==> src/rtl/adc_seq_ctrl.sv <==
module adc_seq_ctrl #(
  parameter int T_CSW    = 5,
  parameter int T_DATA   = 10,
  parameter int T_ACQ    = 250,
  parameter int T_WAKE   = 1500000,
  parameter int T_CONV   = 600,
  parameter int T_BR     = 10,
  parameter int T_PERIOD = 926
) (
  input  logic        clk,
  input  logic        rst_n,
  input  logic        start_i,
  input  logic        pwr_off_i,
  input  logic        adc_eoc_n_i,
  input  logic [7:0]  adc_data_i,
  output logic        adc_cs_n_o,
  output logic        adc_rdc_o,
  output logic        adc_hbyte_o,
  output logic        busy_o,
  output logic [13:0] code_o,
  output logic        code_vld_o,
  output logic        timeout_o
);
  localparam int CW = $clog2(T_WAKE + T_CONV + T_ACQ + T_PERIOD + 1);
  localparam int PW = $clog2(T_PERIOD + 1);

  typedef enum logic [3:0] {
    S_IDLE, S_SETUP, S_ACQ_LO, S_ACQ_HI, S_CNV_LO, S_CNV_HI, S_RD_HI, S_RD_LO, S_REL
  } st_t;

  st_t           st;
  logic [CW-1:0] cnt;
  logic [PW-1:0] pc;
  logic [1:0]    eoc_sy;
  logic          mode, asleep;
  logic [5:0]    hi;

  wire eoc_s   = eoc_sy[1];
  wire cnt_end = (cnt == '0);

  assign busy_o = (st != S_IDLE);

  always_ff @(posedge clk) begin
    if (!rst_n) begin
      st <= S_IDLE; cnt <= '0; pc <= '0; eoc_sy <= 2'b11;
      mode <= 1'b0; asleep <= 1'b1; hi <= '0;
      adc_cs_n_o <= 1'b1; adc_rdc_o <= 1'b0; adc_hbyte_o <= 1'b0;
      code_o <= '0; code_vld_o <= 1'b0; timeout_o <= 1'b0;
    end else begin
      eoc_sy <= {eoc_sy[0], adc_eoc_n_i};
      code_vld_o <= 1'b0;
      if (pc != PW'(T_PERIOD)) pc <= pc + 1'b1;
      case (st)
        S_IDLE: if (start_i) begin
          timeout_o <= 1'b0;
          mode <= pwr_off_i;
          cnt <= CW'(T_CSW - 1);
          st <= S_SETUP;
        end
        S_SETUP: if (cnt_end) begin
          adc_cs_n_o <= 1'b0; pc <= '0;
          cnt <= CW'(T_CSW - 1);
          st <= S_ACQ_LO;
        end else cnt <= cnt - 1'b1;
        S_ACQ_LO: if (cnt_end) begin
          adc_cs_n_o <= 1'b1; adc_rdc_o <= mode;
          cnt <= asleep ? CW'(T_WAKE - T_CSW - 1) : CW'(T_ACQ - T_CSW - 1);
          st <= S_ACQ_HI;
        end else cnt <= cnt - 1'b1;
        S_ACQ_HI: if (cnt_end) begin
          adc_cs_n_o <= 1'b0;
          cnt <= CW'(T_CSW - 1);
          st <= S_CNV_LO;
        end else cnt <= cnt - 1'b1;
        S_CNV_LO: if (cnt_end) begin
          adc_cs_n_o <= 1'b1; adc_rdc_o <= 1'b1;
          cnt <= CW'(T_CONV - 1);
          st <= S_CNV_HI;
        end else cnt <= cnt - 1'b1;
        S_CNV_HI: if (!eoc_s && cnt <= CW'(T_CONV - T_CSW)) begin
          adc_cs_n_o <= 1'b0; adc_hbyte_o <= 1'b1;
          cnt <= CW'(T_DATA - 1);
          st <= S_RD_HI;
        end else if (cnt_end) begin
          timeout_o <= 1'b1; asleep <= 1'b1; adc_rdc_o <= 1'b0;
          cnt <= CW'(T_BR - 1);
          st <= S_REL;
        end else cnt <= cnt - 1'b1;
        S_RD_HI: if (cnt_end) begin
          hi <= adc_data_i[5:0]; adc_hbyte_o <= 1'b0;
          cnt <= CW'(T_DATA - 1);
          st <= S_RD_LO;
        end else cnt <= cnt - 1'b1;
        S_RD_LO: if (cnt_end) begin
          code_o <= {hi, adc_data_i}; code_vld_o <= 1'b1;
          adc_cs_n_o <= 1'b1; adc_rdc_o <= 1'b0; asleep <= mode;
          cnt <= CW'(T_BR - 1);
          st <= S_REL;
        end else cnt <= cnt - 1'b1;
        S_REL: if (!cnt_end) cnt <= cnt - 1'b1;
          else if (pc == PW'(T_PERIOD)) st <= S_IDLE;
        default: st <= S_IDLE;
      endcase
    end
  end
endmodule

==> config.mk <==
export PLATFORM = sky130hd
export DESIGN_NAME = adc_seq_ctrl
export DESIGN_NICKNAME = d
export VERILOG_FILES = /design/src/rtl/adc_seq_ctrl.sv
export SDC_FILE = /design/constraint.sdc
export NUM_CORES = 1
export LEC_CHECK = 0
export BUFFER_PORTS_ARGS = -buffer_cell sky130_fd_sc_hd__clkbuf_2
export CORE_ASPECT_RATIO = 1.2
export CORE_MARGIN = 4
export CORE_UTILIZATION = 59
export CTS_BUF_LIST = sky130_fd_sc_hd__clkbuf_16
export DETAILED_ROUTE_END_ITERATION = 8
export PLACE_DENSITY = 0.79
export SYNTH_ARGS = -nofsm -noshare
export SYNTH_HDL_FRONTEND = slang
export SYNTH_SLANG_ARGS = --single-unit
==> constraint.sdc <==
create_clock -name clk -period 4 [get_ports clk]
set_clock_uncertainty 0.15 [all_clocks]
set_input_delay 0.4 -clock clk [delete_from_list [all_inputs] [get_ports clk]]
set_output_delay 0.4 -clock clk [all_outputs]
set_load 0.1 [all_outputs]
# Yosys cells after proc, flatten, opt, wreduce, memory -nomap -nowiden
# Cells that the tools add are included.
# word_totals
out_inout_bits	20
register_bits	64
in_bits	13
# op_classes
n_mux	38
n_addsub	2
n_reduce_logical	25
eq_ne	25
magnitude_cmp	1
# op_table
operator	count
$mux 21	8
$pmux 21 s7	1
$mux 4	10
$pmux 4 s9	1
$mux 10	3
$ne 2x2->1 const B	13
$le 21x10->1 const B	1
$logic_not 21->1	1
$sub 21x1->21 const B	1
$eq 4x3->1 const B	4
$reduce_and 4->1	4
$add 10x1->10 const B	1
$eq 10x10->1 const B	1
$mux 1	10
$ne 10x10->1 const B	1
$eq 4x2->1 const B	2
$reduce_and 2->1	4
$reduce_and 8->1	1
$reduce_bool 4->1	2
$reduce_bool 7->1	1
$pmux 1 s2	3
$reduce_and 3->1	2
$reduce_bool 2->1	3
$eq 4x1->1 const B	1
10 further kinds	12

# Depth between registers and ports, before layout
# logic_depth
ltp_word	4
mapped_depth	10
mapped_depth_nobuf	8

# Least setup slack after synthesis
# OpenSTA, ideal clock, no wires.
# synth_timing
kind	register to register
startpoint	reg cnt[0]
endpoint	reg cnt[1]
n_path_buf	0
synth_period_minus_slack_ps	2972
path_slack_ps	1028
t_arrival_ps	2704
required_time_ps	3733
stages_incl_launch_ff	9
setup_ps	117
cell_sequence	dfxtp_1 -> inv_1 -> ha_1 -> or4b_2 -> nor4_1 -> nand2_1 -> a211o_1 -> and3_1 -> a32o_1
# synth_via
elab_chain_cells	4
word_cells_on_any_way	13
classes_between	add/sub: 1; order compare: 1; eq/ne: 1; mux: 7; reduce/logical: 3
# synth_lines
element	line_no	text
from (decl)	32	logic [CW-1:0] cnt;
from (signal assigned)	57	cnt <= CW'(T_CSW - 1);
from (signal assigned)	62	cnt <= CW'(T_CSW - 1);
from (signal assigned)	64	end else cnt <= cnt - 1'b1;
$sub 21x1->21 (tied with other cells)	-	
$mux 21 / $logic_and 1x1->1 (equally long branches)	-	
$mux 21	80	S_CNV_HI: if (!eoc_s && cnt <= CW'(T_CONV - T_CSW)) begin
$pmux 21 s7	53	case (st)
# Several ways; a longest one is shown, not always the timed one. The select of a mux whose other input is x is not followed.
# A chain may end at the register's enable or synchronous reset.

# Worst setup path in the final report
# layout_timing
startpoint	reg cnt[0]
endpoint	reg cnt[18]
# The elaborated chain is that of the path after synthesis.

==> flow_summary.yaml <==
logic_synthesis:
  synth_ff_type: "dfxtp_1"
  yosys.cell_types.count: 59
  synth_top_area_frac: 0.362
  avgSynthCellArea_um2: 7.53
  synth-seq-cells: 64
  yosys_warnings: 0
  synth_area_leaders: "dfxtp_1 (36%), nand2_1 (8.0%), a21oi_1 (6.1%)"
  synthArstFlopShare: 0
  synth_top_area_cell: "dfxtp_1"
  syn_inst: 470
  synthesis.nets: 487
  synth_area_um2: 3540
  synth_edf_count: 0
  yosysSeqAreaShare: 0.362
worst_setup_path:
  cp.required_ns: 4.07
  worstPathArrival_ns: 3.58
  worst_path_most_repeated_cell: "a21oi_1"
  rrSetupSlack_ns: 0.50
  critPathLaunch: "cnt[0]$_SDFFE_PN0P_"
  cp-endpoint: "cnt[18]$_SDFFE_PN0P_"
  crit-reg2reg-launch: "cnt[0]$_SDFFE_PN0P_"
  crit_path_top_delay_cell: "o31ai_1"
  ff2ff_path_depth: 8
  critical_path.cell_chain: "inv_1 -> ha_1 -> or4b_2 -> nor4_2 -> a21oi_1 -> o31ai_1 -> a21oi_1 -> a21o_1"
  r2r-end: "cnt[18]$_SDFFE_PN0P_"
  crit_fanout: 8
  startpoint_type: "flop"
  max_stage_delay_ns: 0.78
  crit_type: "reg -> reg"
  endpoint_kind: "flop"
detailed_routing:
  postRouteWirelength_mm: 9.79
  num_vias: 3694
  initialDrtViolationCount: 375
  ant_nets: 0
  wl_per_cell_um: 16.8
  drc_errors: 0
  dr.pass1.iters: 6
  viasPerCell: 6.35
timing:
  finalCriticalPeriod_ns: 3.50
  setup_tns_ns: 0
  hold_ws_ns: 0.0974
  slew-limit-headroom: 0.401
  timing.fmax_mhz: 285
  rsz0062_at_grt: "no"
  slew_violations: 0
  worstMarginPinSlew_ns: 0.886
  finalCritPeriodShare: 0.876
  final-setup-viol-count: 0
  final_hold_viol_count: 0
cts:
  cts_buffer_depth: 2
  clkSinkCount: 64
  cts_post_setup_buffers_inserted: 0
  htreeDepth: 3
  root_buffer: "clkbuf_16"
  cts_hold_buf: 0
  ctsResizeCount: 0
  cts_buffers: 9
  clk_pin_slew_ns: 0.06
  clk_latency_ns: 0.33
  tritoncts: "yes"
floorplanning:
  dieArea_um2: 7310
  core_area_um2: 5740
  initial_core_util: 0.616
  die_x_um: 78.7
  die_height_um: 92.8
  ios: 33
  rows: 30
placement:
  routabilityCongestion: 1.05
  dp_cells: 566
  io_buffers: 32
  dpl.hpwl_mm: 7.08
layout:
  layout_commonest_cell: "nand2_1"
  areaGrowthSynthToFinish_pct: 14.1
  final_cell_mix: "nand2_1 (75), dfxtp_1 (64), nor2_1 (53)"
  antenna_cells: 0
  nets: 514
  post-route-util: 0.703
  drive_gt1_frac: 0.137
  final_cells: 582
global_route:
  grt_pass1_wl_mm: 15.9
  grt-ovfl-total: 0
  grt_usage: 0.279
  antenna_found_initial: 0
  grt_pass1_vias: 3277
  grt_max_degree: 26
power:
  power_mw: 3.96
  ir_worst_vdd_mv: 0.562
  leakage_nw: 1.62
  powerDensity_nw_per_um2: 980
status:
  run_status: "finished, final reports clean"
worst_hold_path:
  hold_class: "in -> reg"
job:
  drv_cap: 0
-- power breakdown --
| part | leakage, nW | switching, mW | internal, mW |
|---|---|---|---|
| Clock | 0.122 | 0.296 | 0.417 |
| Combinational | 0.983 | 1.55 | 0.806 |
| Sequential | 0.519 | 0.150 | 0.741 |
-- final cells by class --
| cell class | instances | area (µm²) |
|---|---|---|
| inverter | 11 | 41.3 |
| multi-input combinational | 369 | 2110 |
| fill | 487 | 1700 |
| clock buffer | 9 | 225 |
| timing repair buffer | 42 | 235 |
| clock inverter | 7 | 47.5 |
| sequential | 64 | 1280 |
| tap | 80 | 100 |
-- per-layer routing --
layer  part of all wire  GRT usage  routed length, µm
met1               0.42      0.351               4130
met2               0.48      0.448               4650
met3              0.068     0.0496                662
met4              0.034      0.149                336
met5                  0          0                  0
-- per-stage QoR --
step                      area [µm²]  worst slack (ns)
after floorplan                 3540              1.03
after global placement          3770             0.798
after detailed placement        3770             0.662
after CTS                       4040             0.578
after global routing            4040             0.350
final                           4040             0.497
-- worst min-delay path by stage --
stage | from | slack, ns | to | depth (start not counted)
finish | adc_eoc_n_i | 0.1 | eoc_sy[0]$_SDFF_PN1_ | 2
global route | adc_eoc_n_i | 0.11 | eoc_sy[0]$_SDFF_PN1_ | 2
CTS | adc_eoc_n_i | 0.09 | eoc_sy[0]$_SDFF_PN1_ | 2
detailed placement | eoc_sy[0]$_SDFF_PN1_ | 0.25 | eoc_sy[1]$_SDFF_PN1_ | 1
global placement | eoc_sy[0]$_SDFF_PN1_ | 0.24 | eoc_sy[1]$_SDFF_PN1_ | 1
floorplan | eoc_sy[0]$_SDFF_PN1_ | 0.24 | eoc_sy[1]$_SDFF_PN1_ | 1
-- registers in the layout (all words and copies together), names as in the netlist --
name         flops
adc_hbyte_o      1
code_o          14
hi               6
asleep           1
st               4
eoc_sy           2
code_vld_o       1
cnt             21
adc_rdc_o        1
mode             1
adc_cs_n_o       1
timeout_o        1
pc              10
-- Yosys cell counts, types with 4 or more instances --
library cell / number
nand2b_1: 4
o21ai_0: 20
mux2i_1: 11
nand2_1: 75
or4_1: 8
nor4_1: 8
dfxtp_1: 64
o21bai_1: 4
inv_1: 10
a31oi_1: 7
xor2_1: 5
xnor2_1: 8
nand4_1: 5
a21oi_1: 43
ha_1: 4
nand3_1: 20
nor2b_1: 5
nor3_1: 21
or3_1: 5
clkbuf_1: 21
or2_2: 5
nor2_1: 53
-- kinds of logic after synthesis --
group	Yosys count	synth area share
fa+ha+maj	4	0.0141
simple gates	226	0.311
buf+inv	37	0.0421
flops	64	0.362
compound gates	115	0.208
mux	11	0.0311
xor+xnor	13	0.0322
-- worst max-delay path, delay by kind of cell, from the launching register on --
family / cells / cell delay [ns]
AOI/OAI and AO/OA: 4 / 1.35
and+or+nand+nor: 2 / 1.20
DFF: 1 / 0.37
adders and majority gates: 1 / 0.22
buffers and inverters: 1 / 0.11
(Power assumes the default switching activity.)
